[config.mk]
export PLATFORM = sky130hd
export DESIGN_NAME = wdg_guard
export DESIGN_NICKNAME = d
export VERILOG_FILES = /design/src/rtl/wdg_pkg.sv /design/src/rtl/wdg_key_seq.sv /design/src/rtl/wdg_tick_gen.sv /design/src/rtl/wdg_down_cnt.sv /design/src/rtl/wdg_guard.sv
export SDC_FILE = /design/constraint.sdc
export NUM_CORES = 1
export LEC_CHECK = 0
export ABC_AREA = 0
export BUFFER_PORTS_ARGS = -buffer_cell sky130_fd_sc_hd__buf_4
export CORE_MARGIN = 2
export CORE_UTILIZATION = 60
export DETAILED_ROUTE_END_ITERATION = 10
export HOLD_SLACK_MARGIN = 0.1
export PLACE_DENSITY = 0.8
export SLEW_MARGIN = 30
export SYNTH_ARGS = -nofsm -noshare
export SYNTH_HDL_FRONTEND = slang
export SYNTH_HIERARCHICAL = 1
export SYNTH_SLANG_ARGS = --single-unit
[constraint.sdc]
create_clock -name clk -period 4.3 [get_ports clk]
set_input_delay 0.645 -clock clk [delete_from_list [all_inputs] [get_ports clk]]
set_output_delay 0.645 -clock clk [all_outputs]
set_load 0.02 [all_outputs]
[src/rtl/wdg_pkg.sv]
package wdg_pkg;
    localparam int DATA_W = 8;
    localparam int ADDR_W = 2;

    localparam logic [ADDR_W-1:0] ADDR_CTRL  = 2'd0;
    localparam logic [ADDR_W-1:0] ADDR_LOAD  = 2'd1;
    localparam logic [ADDR_W-1:0] ADDR_KEY1  = 2'd2;
    localparam logic [ADDR_W-1:0] ADDR_KEY2  = 2'd3;

    localparam logic [DATA_W-1:0] KEY_FIRST  = 8'hA5;
    localparam logic [DATA_W-1:0] KEY_SECOND = 8'h5A;

    typedef enum logic { SEQ_IDLE, SEQ_ARMED } seq_state_e;
    typedef enum logic { CNT_RELOAD, CNT_RUN } cnt_state_e;

    typedef struct packed {
        logic [2:0] presel;
        logic       guard;
        logic       clksel;
        logic       tof;
        logic       run;
    } ctrl_t;
endpackage

[src/rtl/wdg_key_seq.sv]
module wdg_key_seq
    import wdg_pkg::*;
(
    input  logic              clk,
    input  logic              rst_n,
    input  logic              we,
    input  logic [ADDR_W-1:0] addr,
    input  logic [DATA_W-1:0] wdata,
    output logic              feed_ok,
    output logic              seq_err,
    output logic              pass_we,
    output logic              armed
);
    seq_state_e st_q, st_d;

    always_ff @(posedge clk or negedge rst_n) begin
        if (!rst_n) st_q <= SEQ_IDLE;
        else        st_q <= st_d;
    end

    always_comb begin
        st_d    = st_q;
        feed_ok = 1'b0;
        seq_err = 1'b0;
        pass_we = 1'b0;
        unique case (st_q)
            SEQ_IDLE: begin
                if (we) begin
                    if (addr == ADDR_KEY1 && wdata == KEY_FIRST) st_d = SEQ_ARMED;
                    else if (addr == ADDR_CTRL || addr == ADDR_LOAD) pass_we = 1'b1;
                end
            end
            SEQ_ARMED: begin
                if (we) begin
                    st_d = SEQ_IDLE;
                    if (addr == ADDR_KEY2 && wdata == KEY_SECOND) feed_ok = 1'b1;
                    else seq_err = 1'b1;
                end
            end
        endcase
    end

    assign armed = (st_q == SEQ_ARMED);
endmodule

[src/rtl/wdg_tick_gen.sv]
module wdg_tick_gen #(
    parameter int DIV_W = 5
) (
    input  logic clk,
    input  logic rst_n,
    input  logic slow_tick,
    input  logic clksel,
    output logic wtick
);
    logic [DIV_W-1:0] div_q;

    always_ff @(posedge clk or negedge rst_n) begin
        if (!rst_n)         div_q <= '0;
        else if (slow_tick) div_q <= div_q + 1'b1;
    end

    assign wtick = clksel ? (slow_tick && (&div_q)) : 1'b1;
endmodule

[src/rtl/wdg_down_cnt.sv]
module wdg_down_cnt
    import wdg_pkg::*;
#(
    parameter int CNT_W   = 8,
    parameter int PRE_W   = 13,
    parameter int SEL_W   = 3,
    parameter int BASE_SH = 5
) (
    input  logic             clk,
    input  logic             rst_n,
    input  logic             wtick,
    input  logic             run_en,
    input  logic [SEL_W-1:0] presel,
    input  logic             feed,
    input  logic [CNT_W-1:0] shadow,
    output logic [CNT_W-1:0] cnt,
    output logic             expire,
    output logic             loading,
    output logic             counting
);
    localparam int MAX_SH = BASE_SH + (1 << SEL_W) - 1;
    localparam logic [PRE_W-1:0] ONE = PRE_W'(1);

    cnt_state_e st_q, st_d;
    logic [PRE_W-1:0] pre_q;
    logic [PRE_W-1:0] tap_mask;
    logic             pre_end;
    logic             adv;

    initial begin
        if (MAX_SH > PRE_W) $error("prescaler too narrow for selected taps");
    end

    assign tap_mask = (ONE << (BASE_SH + int'(presel))) - ONE;
    assign pre_end  = &(pre_q | ~tap_mask);
    assign adv      = wtick && run_en;

    always_ff @(posedge clk or negedge rst_n) begin
        if (!rst_n) st_q <= CNT_RELOAD;
        else        st_q <= st_d;
    end

    always_comb begin
        st_d   = st_q;
        expire = 1'b0;
        unique case (st_q)
            CNT_RELOAD: if (adv && !feed) st_d = CNT_RUN;
            CNT_RUN: begin
                if (feed) st_d = CNT_RELOAD;
                else if (adv && pre_end && cnt == '0) begin
                    expire = 1'b1;
                    st_d   = CNT_RELOAD;
                end
            end
        endcase
    end

    assign loading  = (st_q == CNT_RELOAD) && (st_d == CNT_RUN);
    assign counting = (st_q == CNT_RUN);

    always_ff @(posedge clk or negedge rst_n) begin
        if (!rst_n) begin
            cnt   <= '1;
            pre_q <= '0;
        end else if (loading) begin
            cnt   <= shadow;
            pre_q <= '0;
        end else if (counting && adv && !feed) begin
            if (pre_end) begin
                pre_q <= '0;
                if (cnt != '0) cnt <= cnt - 1'b1;
            end else begin
                pre_q <= pre_q + 1'b1;
            end
        end
    end
endmodule

[src/rtl/wdg_guard.sv]
module wdg_guard
    import wdg_pkg::*;
#(
    parameter int CNT_W   = 8,
    parameter int PRE_W   = 13,
    parameter int SEL_W   = 3,
    parameter int BASE_SH = 5,
    parameter int DIV_W   = 5
) (
    input  logic              clk,
    input  logic              rst_n,
    input  logic              slow_tick,
    input  logic              bus_we,
    input  logic [ADDR_W-1:0] bus_addr,
    input  logic [DATA_W-1:0] bus_wdata,
    output logic [CNT_W-1:0]  cnt_o,
    output logic              tmo_irq,
    output logic              rst_req
);
    ctrl_t            ctrl_q;
    logic [CNT_W-1:0] load_q;
    logic [CNT_W-1:0] shadow_q;
    logic             feed_ok, seq_err, pass_we, armed_w;
    logic             wtick, expire_w, loading_w, counting_w, run_en;
    logic             ctrl_wr;

    wdg_key_seq u_seq (
        .clk(clk), .rst_n(rst_n), .we(bus_we), .addr(bus_addr), .wdata(bus_wdata),
        .feed_ok(feed_ok), .seq_err(seq_err), .pass_we(pass_we), .armed(armed_w)
    );

    wdg_tick_gen #(.DIV_W(DIV_W)) u_tick (
        .clk(clk), .rst_n(rst_n), .slow_tick(slow_tick), .clksel(ctrl_q.clksel), .wtick(wtick)
    );

    assign run_en = ctrl_q.run || ctrl_q.guard;

    wdg_down_cnt #(.CNT_W(CNT_W), .PRE_W(PRE_W), .SEL_W(SEL_W), .BASE_SH(BASE_SH)) u_cnt (
        .clk(clk), .rst_n(rst_n), .wtick(wtick), .run_en(run_en), .presel(ctrl_q.presel),
        .feed(feed_ok), .shadow(shadow_q), .cnt(cnt_o), .expire(expire_w),
        .loading(loading_w), .counting(counting_w)
    );

    assign ctrl_wr = pass_we && (bus_addr == ADDR_CTRL);

    always_ff @(posedge clk or negedge rst_n) begin
        if (!rst_n) begin
            ctrl_q   <= '0;
            load_q   <= '1;
            shadow_q <= '1;
            rst_req  <= 1'b0;
        end else begin
            rst_req <= seq_err || (expire_w && ctrl_q.guard);
            if (ctrl_wr) begin
                ctrl_q.run    <= bus_wdata[0];
                ctrl_q.clksel <= bus_wdata[2];
                ctrl_q.guard  <= bus_wdata[3];
                ctrl_q.presel <= bus_wdata[6:4];
            end
            if (expire_w && !ctrl_q.guard)      ctrl_q.tof <= 1'b1;
            else if (ctrl_wr && !bus_wdata[1])  ctrl_q.tof <= 1'b0;
            if (pass_we && bus_addr == ADDR_LOAD) load_q <= bus_wdata[CNT_W-1:0];
            if (feed_ok) shadow_q <= load_q;
        end
    end

    assign tmo_irq = ctrl_q.tof;
endmodule

==> metrics <==
first-pass GRT wire length=between 9000 and 10000 um; cell area after synthesis=0.00275 sq mm; Yosys reg bits=51; cts bufs inserted=5; # rows=24; Distinct cells, synth=67; layout cell share with drive strength beyond 1=37.4%; clk_lat worst skew=300 ps; Slew headroom=roughly half; post-synth top area share=about a quarter; die area=0.00514 sq mm; Reg area=0.00131 sq mm; hold crit path type=in2async; max-slew violation count=0; cell taking the most area after synthesis=dfrtp_1; DRC=0; Clock transition at path regs=90 ps; RePlAce Congestion=0.813; top_reg_cell synth=dfrtp_1; Area contributors post-synth=dfrtp_1 (25%), dfstp_2 (23%), mux2_2 (9.4%); fmax=347 MHz; asr flop ratio synth=100%; Filler cells=331; Clock Tree Buf Depth=2; Leak=1.32 nW; CP max stage delay=~540 ps; clk_skew=8.67 ps; ANT nets after route=0; Critical Path RT=4530 ps; CTS tree=done; CTS root buf=clkbuf_8; final HPWL from detailed placement=3850 um; core region area=0.00438 sq mm; Layout Utilization=70.4%; most frequent cells in the layout=dfrtp_1 (27), buf_4 (24), dfstp_2 (24), mux2_2 (23), nand2_1 (22); Pre-antenna DRT Iters=4; mean post-synth cell area=~11 sq um; # nets final=287; min Tclk post-route=roughly 2900 ps; largest net degree at the start of global routing=between 50 and 60; Post-CTS Hold Buffers=0; Detailed Route Iter0 Violations=173; Initial Util=62.7%; cell chain of the critical path=buf_4 -> nor4bb_1 -> and4b_1 -> nand3b_1 -> buf_4 -> nand2b_1 -> inv_1 -> or4_1 -> o211ai_1; Setup WS pre-CTS=~1100 ps; Syn-to-layout area delta=12.2%; CP most frequent cell=buf_4; EDFF count, synth=0; Crit-path slowest cell=and4b_1; Tcrit/Tclk final=67.0%; critical path arrival=roughly 3100 ps; Least-Margin Pin Slew=769 ps; CTS Sinks=51; status=completed; Setup TNS=0 ps; Max FO, Critical Path=20; # setup viols final=0; max_cap viols=0; Seq/Total Area, Yosys=a little under half; PnR worst setup slack=about 1400 ps; H-tree levels=2; antenna violations before repair=0; total power=1.36 mW; PD cells=442 mW/mm^2; Ant. Diodes=0; unrepaired setup endpoints after global routing=no; startpoint type of the worst setup path=input pin; multi-input logic area=0.00136 sq mm; post-CTS sizing=0; setup bufs post-CTS=0; commonest non-fill, non-tap cell in the layout=dfrtp_1; Via density=6.30; die width=about 72 um; Yosys warning total=6; vias in the first global route=2032; crit path kind=in2reg; Hold Fails Final Rpt=0; Top Ports=24; Die H=between 70 and 80 um; post-synthesis cell count=246; port bufs=23; drt total wl=about 5400 um; CP Capture Type=register; Tot GR Track Use=23.2%; WL per Instance=16.7 um; Peak supply drop=0.298 mV; via count=2030; Syn Nets=about 260; grt ovf=0
worst max-delay path: cells and delay by family:
family	cells	cell delay [ps]
AOI/OAI and AO/OA	1	110
buffers and inverters	3	490
and+or+nand+nor	5	1890
cells in the mapped netlist (2+ instances only):
| cell | number |
|---|---|
| inv_1 | 11 |
| nor4_1 | 2 |
| nand4_1 | 3 |
| o211ai_1 | 2 |
| o311ai_2 | 2 |
| ha_1 | 4 |
| nor2_2 | 2 |
| mux2_4 | 2 |
| o311ai_0 | 2 |
| a31oi_1 | 2 |
| or2_2 | 3 |
| nand3_1 | 5 |
| or3_1 | 6 |
| dfstp_2 | 24 |
| nor4bb_1 | 2 |
| a21o_1 | 2 |
| nor2_1 | 11 |
| mux2_2 | 23 |
| clkbuf_1 | 4 |
| a21oi_1 | 6 |
| and3_1 | 5 |
| a22o_1 | 6 |
| xnor2_1 | 2 |
| dfrtp_1 | 27 |
| nor3_1 | 8 |
| nand2b_1 | 3 |
| or4_1 | 2 |
| mux2i_1 | 3 |
| o21ai_0 | 11 |
| nand2_1 | 22 |
| buf_2 | 3 |
registers in the layout, indices dropped and copies added, names as in the netlist:
name	cells
u_seq/armed	1
shadow_q	8
u_tick/div_q	5
u_cnt/pre_q	12
u_cnt/cnt	8
ctrl_q	6
rst_req	1
u_cnt/counting	1
load_q	8
tmo_irq	1
per-layer routing:
layer	track usage (%)	vias up	routed length (um)
li1	-	969	-
met3	5.06	14	240
met4	9.01	0	111
met2	37.0	56	2460
met5	0	-	0
met1	31.0	991	2570
per-stage QoR:
step / instance area, sq um / hold slack, ps / cells
2_1_floorplan: 2750 / 349 / 246
3_3_place_gp: 2950 / 451 / 314
3_5_place_dp: 2950 / 490 / 314
4_1_cts: 3090 / 365 / 322
5_1_grt: 3090 / 394 / 322
6_report: 3090 / 339 / 322
worst paths after layout:
kind	startpoint	end	slack, ps	cells past startpoint
worst max register to register	u_tick/div_q[0]	u_cnt/cnt[5]	1450	10
worst min register to register	shadow_q[1]	u_cnt/cnt[1]	510	2
min in group clk	shadow_q[1]	u_cnt/cnt[1]	510	2
max in group asynchronous	rst_n	u_cnt/pre_q[10]	3550	1
worst max-delay path	bus_wdata[0]	u_cnt/cnt[1]	1420	9
worst min-delay path	rst_n	u_cnt/pre_q[7]	340	1
layout make-up:
type                            instances  area share (%)
Timing Repair Buffer                   24            5.84
Sequential cell                        51            42.3
Clock inverter                          2            1.95
Clock buffer                            6            2.35
Multi-Input combinational cell        176            44.1
Tap cell                               52            2.11
Inverter                               11            1.34
power by group:
group	internal, mW	total, mW	switching (mW)
registers	0.585	0.671	0.0863
clock network	0.232	0.385	0.153
logic	0.153	0.308	0.155
cell families (layout without fill, tap and decap cells):
kind of cell             count (synthesis)  count (layout)  share of synthesized area [%]
AND/OR/NAND/NOR                         91              91                           20.8
flip-flops                              51              51                           47.5
AO/OA/AOI/OAI                           50              50                           14.2
multiplexers                            28              28                           11.6
buffers and inverters                   19              43                           3.00
adder cells (fa/ha/maj)                  4               4                           1.82
XOR/XNOR                                 3               3                          0.956
No activity file was read; power rests on OpenSTA's default activity.
